### src/rtl/irqd_pkg.sv
package irqd_pkg;
  // State of the maskable level path
  typedef enum logic [1:0] {
    LV_IDLE  = 2'd0,
    LV_ARMED = 2'd1,
    LV_EOI   = 2'd2
  } lvl_state_e;
endpackage

### src/rtl/irqd_flag.sv
module irqd_flag (
  input  logic clk,
  input  logic rst,
  input  logic set_i,
  input  logic clr_i,
  output logic pend_o
);
  // A new request wins over a clear in the same cycle
  always_ff @(posedge clk) begin
    if (rst)        pend_o <= 1'b0;
    else if (set_i) pend_o <= 1'b1;
    else if (clr_i) pend_o <= 1'b0;
  end
endmodule

### src/rtl/irqd_lvl_track.sv
module irqd_lvl_track
  import irqd_pkg::*;
#(
  parameter int LVL_W = 6
) (
  input  logic             clk,
  input  logic             rst,
  input  logic             ev_i,
  input  logic [LVL_W-1:0] ev_val_i,
  input  logic             take_i,
  output lvl_state_e       state_o,
  output logic [LVL_W-1:0] val_o
);
  function automatic lvl_state_e classify(input logic [LVL_W-1:0] v);
    return (v == '0) ? LV_EOI : LV_ARMED;
  endfunction

  always_ff @(posedge clk) begin
    if (rst) begin
      state_o <= LV_IDLE;
      val_o   <= '0;
    end else if (ev_i) begin
      state_o <= classify(ev_val_i);
      val_o   <= ev_val_i;
    end else if (take_i) begin
      state_o <= LV_IDLE;
    end
  end
endmodule

### src/rtl/irqd_arbiter.sv
module irqd_arbiter
  import irqd_pkg::*;
#(
  parameter int LVL_W = 6
) (
  input  logic             bnd_i,
  input  logic             rst_pend_i,
  input  logic             nmi_pend_i,
  input  lvl_state_e       lvl_state_i,
  input  logic [LVL_W-1:0] lvl_val_i,
  input  logic             en_i,
  input  logic [LVL_W-1:0] mask_i,
  output logic             clr_rst_o,
  output logic             clr_nmi_o,
  output logic             lvl_take_o,
  output logic             intr_fire_o,
  output logic             cause_we_o,
  output logic [LVL_W-1:0] cause_nxt_o
);
  function automatic logic unmasked(input logic en, input logic [LVL_W-1:0] lv,
                                    input logic [LVL_W-1:0] mk);
    return en && ((lv & mk) != '0);
  endfunction

  logic sel_lvl;

  always_comb begin
    clr_rst_o   = bnd_i && rst_pend_i;
    clr_nmi_o   = bnd_i && !rst_pend_i && nmi_pend_i;
    sel_lvl     = bnd_i && !rst_pend_i && !nmi_pend_i && (lvl_state_i != LV_IDLE);
    cause_we_o  = sel_lvl;
    // clear first, then load for a real level
    cause_nxt_o = (lvl_state_i == LV_ARMED) ? lvl_val_i : '0;
    intr_fire_o = sel_lvl && (lvl_state_i == LV_ARMED) && unmasked(en_i, lvl_val_i, mask_i);
    lvl_take_o  = (sel_lvl && (lvl_state_i == LV_EOI)) || intr_fire_o;
  end
endmodule

### src/rtl/irq_dispatch.sv
module irq_dispatch
  import irqd_pkg::*;
#(
  parameter int LVL_W = 6
) (
  input  logic             clk,
  input  logic             rst,
  input  logic             boot_req_i,
  input  logic             nmi_req_i,
  input  logic             lvl_valid_i,
  input  logic [LVL_W-1:0] lvl_value_i,
  input  logic             boundary_i,
  input  logic             glob_en_i,
  input  logic [LVL_W-1:0] mask_i,
  output logic [LVL_W-1:0] cause_ip_o,
  output logic             hard_exc_o,
  output logic             intr_exc_o
);
  localparam int NSRC = 2; // 0: reset request, 1: NMI

  logic [NSRC-1:0] src_req, src_pend, src_clr;
  lvl_state_e       lvl_state;
  logic [LVL_W-1:0] lvl_val;
  logic             lvl_take, cause_we;
  logic [LVL_W-1:0] cause_nxt;
  logic             rst_pend, nmi_pend, lvl_armed;

  assign src_req = {nmi_req_i, boot_req_i};

  for (genvar g = 0; g < NSRC; g++) begin : g_src
    irqd_flag flag_i (
      .clk(clk), .rst(rst), .set_i(src_req[g]), .clr_i(src_clr[g]), .pend_o(src_pend[g])
    );
  end

  assign rst_pend  = src_pend[0];
  assign nmi_pend  = src_pend[1];

  irqd_lvl_track #(.LVL_W(LVL_W)) lvl_i (
    .clk(clk), .rst(rst), .ev_i(lvl_valid_i), .ev_val_i(lvl_value_i),
    .take_i(lvl_take), .state_o(lvl_state), .val_o(lvl_val)
  );

  assign lvl_armed = (lvl_state == LV_ARMED);

  irqd_arbiter #(.LVL_W(LVL_W)) arb_i (
    .bnd_i(boundary_i), .rst_pend_i(rst_pend), .nmi_pend_i(nmi_pend),
    .lvl_state_i(lvl_state), .lvl_val_i(lvl_val), .en_i(glob_en_i), .mask_i(mask_i),
    .clr_rst_o(src_clr[0]), .clr_nmi_o(src_clr[1]), .lvl_take_o(lvl_take),
    .intr_fire_o(intr_exc_o), .cause_we_o(cause_we), .cause_nxt_o(cause_nxt)
  );

  assign hard_exc_o = |src_clr;

  always_ff @(posedge clk) begin
    if (rst)           cause_ip_o <= '0;
    else if (cause_we) cause_ip_o <= cause_nxt;
  end
endmodule

### config.mk
export PLATFORM = sky130hd
export DESIGN_NAME = irq_dispatch
export DESIGN_NICKNAME = d
export VERILOG_FILES = /design/src/rtl/irqd_pkg.sv /design/src/rtl/irqd_flag.sv /design/src/rtl/irqd_lvl_track.sv /design/src/rtl/irqd_arbiter.sv /design/src/rtl/irq_dispatch.sv
export SDC_FILE = /design/constraint.sdc
export NUM_CORES = 1
export LEC_CHECK = 0
export ABC_CLOCK_PERIOD_IN_PS = 1260
export BUFFER_PORTS_ARGS = -buffer_cell sky130_fd_sc_hd__buf_2
export CORE_AREA = 2 2 43 45
export CTS_CLUSTER_DIAMETER = 50
export CTS_CLUSTER_SIZE = 30
export DETAILED_ROUTE_END_ITERATION = 10
export DIE_AREA = 0 0 45 47
export PLACE_DENSITY = 0.81
export SYNTH_ARGS = -nofsm -noshare
export SYNTH_HDL_FRONTEND = slang
export SYNTH_SLANG_ARGS = --single-unit
### constraint.sdc
create_clock -name clk -period 1.26 [get_ports clk]
set_input_delay 0.063 -clock clk [delete_from_list [all_inputs] [get_ports clk]]
set_output_delay 0.063 -clock clk [all_outputs]
set_load 0.01 [all_outputs]
==> flow_summary.yaml, run 1 <==
cells_and_area:
  fin_util_pct: 55.5
  nets: 130
  antenna_cells: 0
  area_growth_pct: 33.3
  layout_common_cells: "26 x buf_2, 11 x nor2_1, 11 x dfxtp_1"
  layout_commonest_cell: "buf_2"
  drive_gt1_share_pct: 40.9
pwr:
  p_total_uw: 1030
  peakVddDrop_mv: 0.537
  power.density_mw_per_mm2: 1130
  p_leak_uw: 0.000430
timing:
  worst_pin_slew_ns: 0.401
  hold_viol: 0
  setup_slack_ns: -0.0135
  rsz0062_at_grt: "yes"
  maxSlewViolCount: 0
  fmax_ghz: 0.785
  period_needed_ns: 1.27
  fin_crit_sh_pct: 101
  relSlewSlack_pct: 73.2
  setup_violations: 1
  skew_ns: 0.00242
setup_path:
  critPathCaptureType: "primary output"
  crit_buf_inv: 2
  critical_path_class: "reg2out"
  cp.arrival_ns: 1.21
  startpoint_type: "register"
  cp_top_family: "flip-flops"
  required_ns: 1.20
  critPathMaxStageDelay_ns: 0.34
  path_cells: "nor3b_2 > buf_4 > and4_1 > buf_2"
  crit_path_max_fanout: 3
  worst_path_max_delay_cell: "dfxtp_2"
placement:
  hpwl_mm: 1.20
  dpl_worst_slack_ns: 0.0435
  io_buffers: 26
  place_congestion: 0.860
routing:
  first_pass_iters: 4
  ant_nets: 0
  vias: 677
  drcViolationCount: 0
  wl_per_cell_microns: 12.9
  vias_per_cell: 5.33
  drt_iter0_markers: 13
  wl_mm: 1.63
grt:
  grt_pass1_wl_mm: 2.57
  grt_max_degree: 17
  track_usage_pct: 16.5
  antenna_found_initial: 0
  grt_overflow_total: 0
  grt_pass1_vias: 631
cts:
  clock_latency_ns: 0.28
  path_clk_slew_ns: 0.10
  cts_max_path_buffers: 2
  clock_sinks: 16
  cts_tree: "yes"
  cts_root_buf: "clkbuf_4"
  numCtsBuffers: 3
  h-tree-depth: 1
yosys:
  synth_top_area_share_pct: 46.6
  syn_area_per_cell_sq_um: 8.81
  synth_cell_types: 21
  netlist_instances: 78
  synthTopCellsByArea: "dfxtp_1 47%, mux2i_1 8.7%, a21oi_1 7.3%"
  synth_top_cell_by_area: "dfxtp_1"
  yosysWarnings: 0
  synth_area_sq_um: 687
  synth_seq_cells: 16
  syn_nets: 97
  ys_seq_area_share_pct: 46.6
floorplan:
  die_x_microns: 45
  core_area_sq_mm: 0.00165
  core.rowCount: 15
  die_height_microns: 47
  ioPinCount: 27
  die-area_sq_mm: 0.00212
  initial_core_util_pct: 41.6
outcome:
  violations: "setup timing"
  status: "finished with violations"
worst_hold_path:
  hold_class: "in2reg"
run:
  max_cap_violations: 0
-- report_power, final --
| part | internal [uW] | total [uW] | leakage (uW) | switching, uW |
|---|---|---|---|---|
| Clock | 176 | 337 | 0.0000210 | 162 |
| Combinational | 73.3 | 150 | 0.000277 | 76.9 |
| Sequential | 529 | 546 | 0.000133 | 17.3 |
-- what timing repair did --
item,in CTS,in global routing
gates resized for setup,7,0
pin swaps,4,1
cloned,0,0
hold endpoints to repair,0,1
buffers inserted,5,0
setup endpoints to repair,1,9
hold buffers,0,1
-- flip-flops by register name (all words and copies together), names as in the netlist --
register and cells:
lvl_i.state_o 2, lvl_i.val_o 6, g_src.flag_i.pend_o 2, cause_ip_o 6
-- kinds of logic (layout without fill, tap and decap cells) --
| logic type | count (synthesis) | in the layout | synth area share (%) |
|---|---|---|---|
| and+or+nand+nor | 26 | 26 | 20.2 |
| AOI/OAI and AO/OA | 22 | 22 | 18.8 |
| DFF | 16 | 16 | 46.6 |
| buffers and inverters | 8 | 40 | 5.65 |
| muxes | 6 | 6 | 8.74 |
-- worst min-delay path, delay by kind of cell --
| family | cells | cell delay, ns |
|---|---|---|
| buffers and inverters | 1 | 0.08 |
| AO/OA/AOI/OAI | 1 | 0.03 |
| AND/OR/NAND/NOR | 1 | 0.07 |
-- cells in the mapped netlist (all sizes together) --
master and n:
or3b 1, o21ai 7, inv 3, o211ai 1, nor3b 2, clkbuf 3
dfxtp 16, nor2b 1, nor4 1, nand3 7, nand2 1, mux2i 6
a211o 1, buf 2, nor2 11, a21oi 10, and4 2, a22oi 3
-- layout make-up --
class                           instances  area [sq um]
Clock buffer                            4          36.3
Fill cell                             148           736
Inverter                                3          11.3
Multi-Input combinational cell         54           335
Sequential cell                        16           327
Tap cell                               17          21.3
Timing Repair Buffer                   33           185
-- through the flow --
stage | hold WS (ns) | cell area, sq um | instances | setup TNS [ns]
2_1_floorplan | 0.180 | 687 | 78 | 0
3_3_place_gp | 0.276 | 826 | 118 | 0
3_5_place_dp | 0.306 | 826 | 118 | 0
4_1_cts | 0.0108 | 913 | 127 | -0.0166
5_1_grt | 0.00639 | 916 | 127 | -0.335
6_report | 0.00460 | 916 | 127 | -0.0135
-- metal layers --
layer  vias up  routed length, microns  GRT usage, %
met5         -                       0             0
li1        342                       -             -
met2        19                     831          28.6
met3         3                      72          3.08
met4         0                      21          5.88
met1       313                     707          20.5
-- path summary, 6_finish.rpt --
check	cells after the start	slack, ns	startpoint	endpoint
hold reg to reg	2	0.48	cause_ip_o[4]	cause_ip_o[4]
hold / removal	3	0.005	boot_req_i	g_src[0].flag_i.pend_o
setup / recovery	4	-0.01	g_src[0].flag_i.pend_o	intr_exc_o
setup reg to reg	3	0.05	g_src[1].flag_i.pend_o	cause_ip_o[0]
No activity file was read; power rests on OpenSTA's default activity.
==> run 2, diff against run 1 <==
--- a/config.mk
+++ b/config.mk
@@ -12,7 +12,9 @@
 export CTS_CLUSTER_SIZE = 30
 export DETAILED_ROUTE_END_ITERATION = 10
 export DIE_AREA = 0 0 45 47
+export MAX_ROUTING_LAYER = met4
 export PLACE_DENSITY = 0.81
+export SKIP_CTS_REPAIR_TIMING = 1
 export SYNTH_ARGS = -nofsm -noshare
 export SYNTH_HDL_FRONTEND = slang
 export SYNTH_SLANG_ARGS = --single-unit
==> flow_summary.yaml, run 2 (synthesis gave the netlist of run 1 again) <==
floorplan:
  ioPinCount: 27
  core_area_sq_mm: 0.00165
  initial_core_util_pct: 41.6
  core.rowCount: 15
  die-area_sq_mm: 0.00212
  die_height_microns: 47
  die_x_microns: 45
setup_path:
  crit_start: "lvl_i.val_o[2]"
  path_cells: "a22oi_1 > nand3_1 > and4_1 > buf_2"
  reg2reg_to: "cause_ip_o[0]"
  crit_cells: 4
  startpoint_type: "register"
  crit_path_max_fanout: 3
  cp_top_family: "flip-flops"
  required_ns: 1.20
  ff2ff_setup_slack_ns: 0.04
  cp.arrival_ns: 1.26
  r2r.worst_path.cells: 3
  critical_path_class: "reg2out"
  reg2reg_from: "g_src[0].flag_i.pend_o"
  worst_path_max_delay_cell: "dfxtp_1"
  critPathMaxStageDelay_ns: 0.34
  crit_buf_inv: 1
  critPathCaptureType: "primary output"
  crit_end: "intr_exc_o"
routing:
  first_pass_iters: 4
  drcViolationCount: 0
  wl_mm: 1.55
  vias: 670
  drt_iter0_markers: 10
  ant_nets: 0
  vias_per_cell: 5.36
  wl_per_cell_microns: 12.4
cts:
  clock_sinks: 16
  cts_max_path_buffers: 2
  numCtsBuffers: 3
  cts_tree: "yes"
  h-tree-depth: 1
  cts_root_buf: "clkbuf_4"
  clock_latency_ns: 0.28
  path_clk_slew_ns: 0.10
grt:
  grt_use_met3_pct: 2.69
  grt_max_degree: 17
  grt_pass1_wl_mm: 2.37
  global_route.peak_usage_layer: "met2"
  grt_overflow_total: 0
  use_met2_pct: 26.3
  grt_pass1_vias: 591
  use_met1_pct: 18.7
  antenna_found_initial: 0
  track_usage_pct: 15.5
timing:
  relSlewSlack_pct: 74.1
  fmax_ghz: 0.757
  worst_pin_slew_ns: 0.385
  skew_ns: 0.00599
  fin_crit_sh_pct: 105
  setup_violations: 1
  setup_slack_ns: -0.0613
  period_needed_ns: 1.32
  maxSlewViolCount: 0
  hold_viol: 0
  rsz0062_at_grt: "yes"
cells_and_area:
  antenna_cells: 0
  fin_util_pct: 54.0
  nets: 128
  layout_commonest_cell: "buf_2"
  top_regs: "cause_ip_o (6), lvl_i.val_o (6)"
  layout_common_cells: "26 x buf_2, 14 x dfxtp_1, 11 x nor2_1"
  area_growth_pct: 29.9
  drive_gt1_share_pct: 37.0
outcome:
  status: "finished with violations"
  violations: "setup timing"
worst_hold_path:
  hold_class: "in2reg"
  min_path_cells: 3
placement:
  hpwl_mm: 1.20
  place_congestion: 0.874
  io_buffers: 26
  dpl_worst_slack_ns: 0.0435
pwr:
  power.density_mw_per_mm2: 1150
  peakVddDrop_mv: 0.501
  p_leak_uw: 0.000420
run:
  max_cap_violations: 0
[run 2: cell count changes in the layout (fill, tap and decap cells not counted)]
cell	previous run	this run
a22oi_1	2	3
a22oi_2	1	0
dfxtp_1	11	14
dfxtp_4	0	1
dfxtp_2	5	1
buf_4	6	5
dlygate4sd3_1	1	0
[run 2: worst register-to-register path, cell delays in order (launching register included)]
cell,delay (ns)
dfxtp_4,0.37
or3b_1,0.48
o21ai_1,0.18
a21oi_1,0.08
[run 2: final cells by class]
cell class	count	area (sq um)
timing repair buffer	31	168
multi-input combinational	54	330
tap	17	21.3
sequential	16	325
clock buffer	4	36.3
fill	159	759
inverter	3	11.3
[run 2: per-stage QoR]
stage | setup TNS, ns | power, uW | hold WS, ns | cells | instance area (sq um)
floorplan | 0 | 633 | 0.180 | 78 | 687
global route | -0.335 | 1060 | 0.00310 | 125 | 892
detailed placement | 0 | 687 | 0.306 | 118 | 826
CTS | -0.0697 | 1010 | 0.0128 | 122 | 862
global placement | 0 | 681 | 0.276 | 118 | 826
finish | -0.0613 | 1020 | 0.00309 | 125 | 892
[run 2: layer usage]
| metal | vias to the layer above | part of all wire (%) |
|---|---|---|
| li1 | 336 | - |
| met5 | - | 0 |
| met4 | 0 | 0.78 |
| met3 | 2 | 4.9 |
| met2 | 18 | 50 |
| met1 | 314 | 44 |
[run 2: worst min-delay path by stage]
stage / start / slack [ns] / endpoint
2_1_floorplan: boot_req_i / 0.18 / g_src[0].flag_i.pend_o
3_3_place_gp: boot_req_i / 0.28 / g_src[0].flag_i.pend_o
3_5_place_dp: boot_req_i / 0.31 / g_src[0].flag_i.pend_o
4_1_cts: boot_req_i / 0.01 / g_src[0].flag_i.pend_o
5_1_grt: nmi_req_i / 0.003 / g_src[1].flag_i.pend_o
6_report: nmi_req_i / 0.003 / g_src[1].flag_i.pend_o
[run 2: where the power goes]
part | internal [uW] | leakage [uW] | switching (uW)
registers | 526 | 0.000132 | 18.3
clock network | 176 | 0.0000210 | 160
logic | 68.9 | 0.000267 | 72.6
total | 771 | 0.000420 | 251
==> run 3, diff against run 2 <==
--- a/config.mk
+++ b/config.mk
@@ -7,11 +7,11 @@
 export LEC_CHECK = 0
 export ABC_CLOCK_PERIOD_IN_PS = 1260
 export BUFFER_PORTS_ARGS = -buffer_cell sky130_fd_sc_hd__buf_2
-export CORE_AREA = 2 2 43 45
+export CORE_AREA = 4 4 45 47
 export CTS_CLUSTER_DIAMETER = 50
 export CTS_CLUSTER_SIZE = 30
 export DETAILED_ROUTE_END_ITERATION = 10
-export DIE_AREA = 0 0 45 47
+export DIE_AREA = 0 0 49 51
 export MAX_ROUTING_LAYER = met4
 export PLACE_DENSITY = 0.81
 export SKIP_CTS_REPAIR_TIMING = 1
==> flow_summary.yaml, run 3 (synthesis gave the netlist of run 1 again) <==
setup_path:
  required_ns: 1.20
  r2r.worst_path.cells: 3
  critPathCaptureType: "primary output"
  startpoint_type: "register"
  reg2reg_from: "g_src[1].flag_i.pend_o"
  critical_path_class: "reg2out"
  cp.arrival_ns: 1.25
  reg2reg_to: "cause_ip_o[1]"
  ff2ff_setup_slack_ns: 0.02
  crit_path_max_fanout: 5
pwr:
  pwr-share-seq_pct: 53.3
  clkPwrFrac_pct: 32.5
  p_total_uw: 1030
  power.density_mw_per_mm2: 1130
  power_switching_uw: 250
  pwr-share-comb_pct: 14.2
  intPower_uw: 777
  peakVddDrop_mv: 0.523
  p_leak_uw: 0.000428
  swShare_pct: 24.4
grt:
  grt_max_degree: 17
  antenna_found_initial: 0
  grt_pass1_wl_mm: 2.50
  grt_pass1_vias: 587
  grt_overflow_total: 0
  track_usage_pct: 13.3
timing:
  hold_viol: 2
  maxSlewViolCount: 0
  fin_crit_sh_pct: 104
  skew_ns: 0.000313
  relSlewSlack_pct: 73.2
  tns_ns: -0.0494
  setup_violations: 1
  setup_slack_ns: -0.0494
  period_needed_ns: 1.31
  worst_pin_slew_ns: 0.400
  rsz0062_at_grt: "yes"
  holdWs_ns: -0.0146
  fmax_ghz: 0.764
cells_and_area:
  multiInputGateArea_sq_um: 340
  regArea_sq_um: 323
  fin_util_pct: 54.9
  drive_gt1_share_pct: 38.5
  n_fill_cell: 152
  final_area_sq_um: 907
  nets: 129
  layout_common_cells: "26 x buf_2, 14 x dfxtp_1, 11 x nor2_1"
  area_growth_pct: 32.1
  antenna_cells: 0
  top_regs: "cause_ip_o (6), lvl_i.val_o (6)"
  layout_commonest_cell: "buf_2"
outcome:
  violations: "hold timing, setup timing"
  status: "finished with violations"
routing:
  first_pass_iters: 4
  wl_per_cell_microns: 12.8
  vias: 676
  ant_nets: 0
  vias_per_cell: 5.37
  wl_mm: 1.61
  drt_iter0_markers: 13
  drcViolationCount: 0
floorplan:
  die_x_microns: 49
  die_height_microns: 51
  initial_core_util_pct: 41.6
  ioPinCount: 27
  die-area_sq_mm: 0.00250
  core.rowCount: 15
  core_area_sq_mm: 0.00165
worst_hold_path:
  hold_class: "in2reg"
  min_path_cells: 3
  hold_start: "boot_req_i"
  whs_endpoint: "g_src[0].flag_i.pend_o"
cts:
  cts_max_path_buffers: 2
  h-tree-depth: 1
  clock_latency_ns: 0.28
  clock_sinks: 16
  path_clk_slew_ns: 0.09
  numCtsBuffers: 3
  cts_root_buf: "clkbuf_4"
  cts_tree: "yes"
placement:
  place_area_sq_um: 826
  place_congestion: 0.779
  hpwl_mm: 1.19
  io_buffers: 26
  dpl_worst_slack_ns: 0.0143
run:
  max_cap_violations: 0
-- run 3: cell types whose count changed in the layout (fill, tap and decap cells not counted), sizes merged --
cell	previous run	this run
buf	31	32
-- run 3: critical path: stages (launching register included) --
cell and delay, ns:
dfxtp_2 0.34, nor3b_2 0.18, buf_4 0.16, and4_1 0.16, buf_2 0.12
-- run 3: worst max-delay path by stage --
stage | from | end | slack (ns)
3_3_place_gp | g_src[1].flag_i.pend_o | cause_ip_o[2] | 0.08
4_1_cts | lvl_i.state_o[0] | intr_exc_o | -0.14
5_1_grt | g_src[1].flag_i.pend_o | intr_exc_o | -0.13
6_report | g_src[1].flag_i.pend_o | intr_exc_o | -0.05
3_5_place_dp | g_src[1].flag_i.pend_o | cause_ip_o[1] | 0.01
2_1_floorplan | g_src[1].flag_i.pend_o | cause_ip_o[1] | 0.13
-- run 3: power groups by stage --
| stage | clock network, uW | registers [uW] | logic, uW |
|---|---|---|---|
| floorplan | 0 | 553 | 79.8 |
| global placement | 0 | 555 | 124 |
| detailed placement | 0 | 556 | 128 |
| CTS | 343 | 545 | 129 |
| global route | 360 | 550 | 163 |
| finish | 334 | 547 | 146 |
-- run 3: final cells by class --
type | count | area share [%]
multi-input combinational | 54 | 37.5
tap | 17 | 2.34
inverter | 3 | 1.24
sequential | 16 | 35.6
timing repair buffer | 32 | 19.3
clock buffer | 4 | 4.00
-- run 3: routing by layer --
layer / vias up / GRT usage [%] / part of all wire [%]
met3: 4 / 2.62 / 5.7
met1: 306 / 15.8 / 41
met4: 0 / 8.07 / 2.1
li1: 344 / - / -
met2: 22 / 20.9 / 51
met5: - / - / 0
-- run 3: stage by stage --
step	instances	hold slack, ns
6_report	126	-0.0146
5_1_grt	126	0.00538
2_1_floorplan	78	0.180
4_1_cts	122	-0.0160
3_3_place_gp	118	0.277
3_5_place_dp	118	0.282
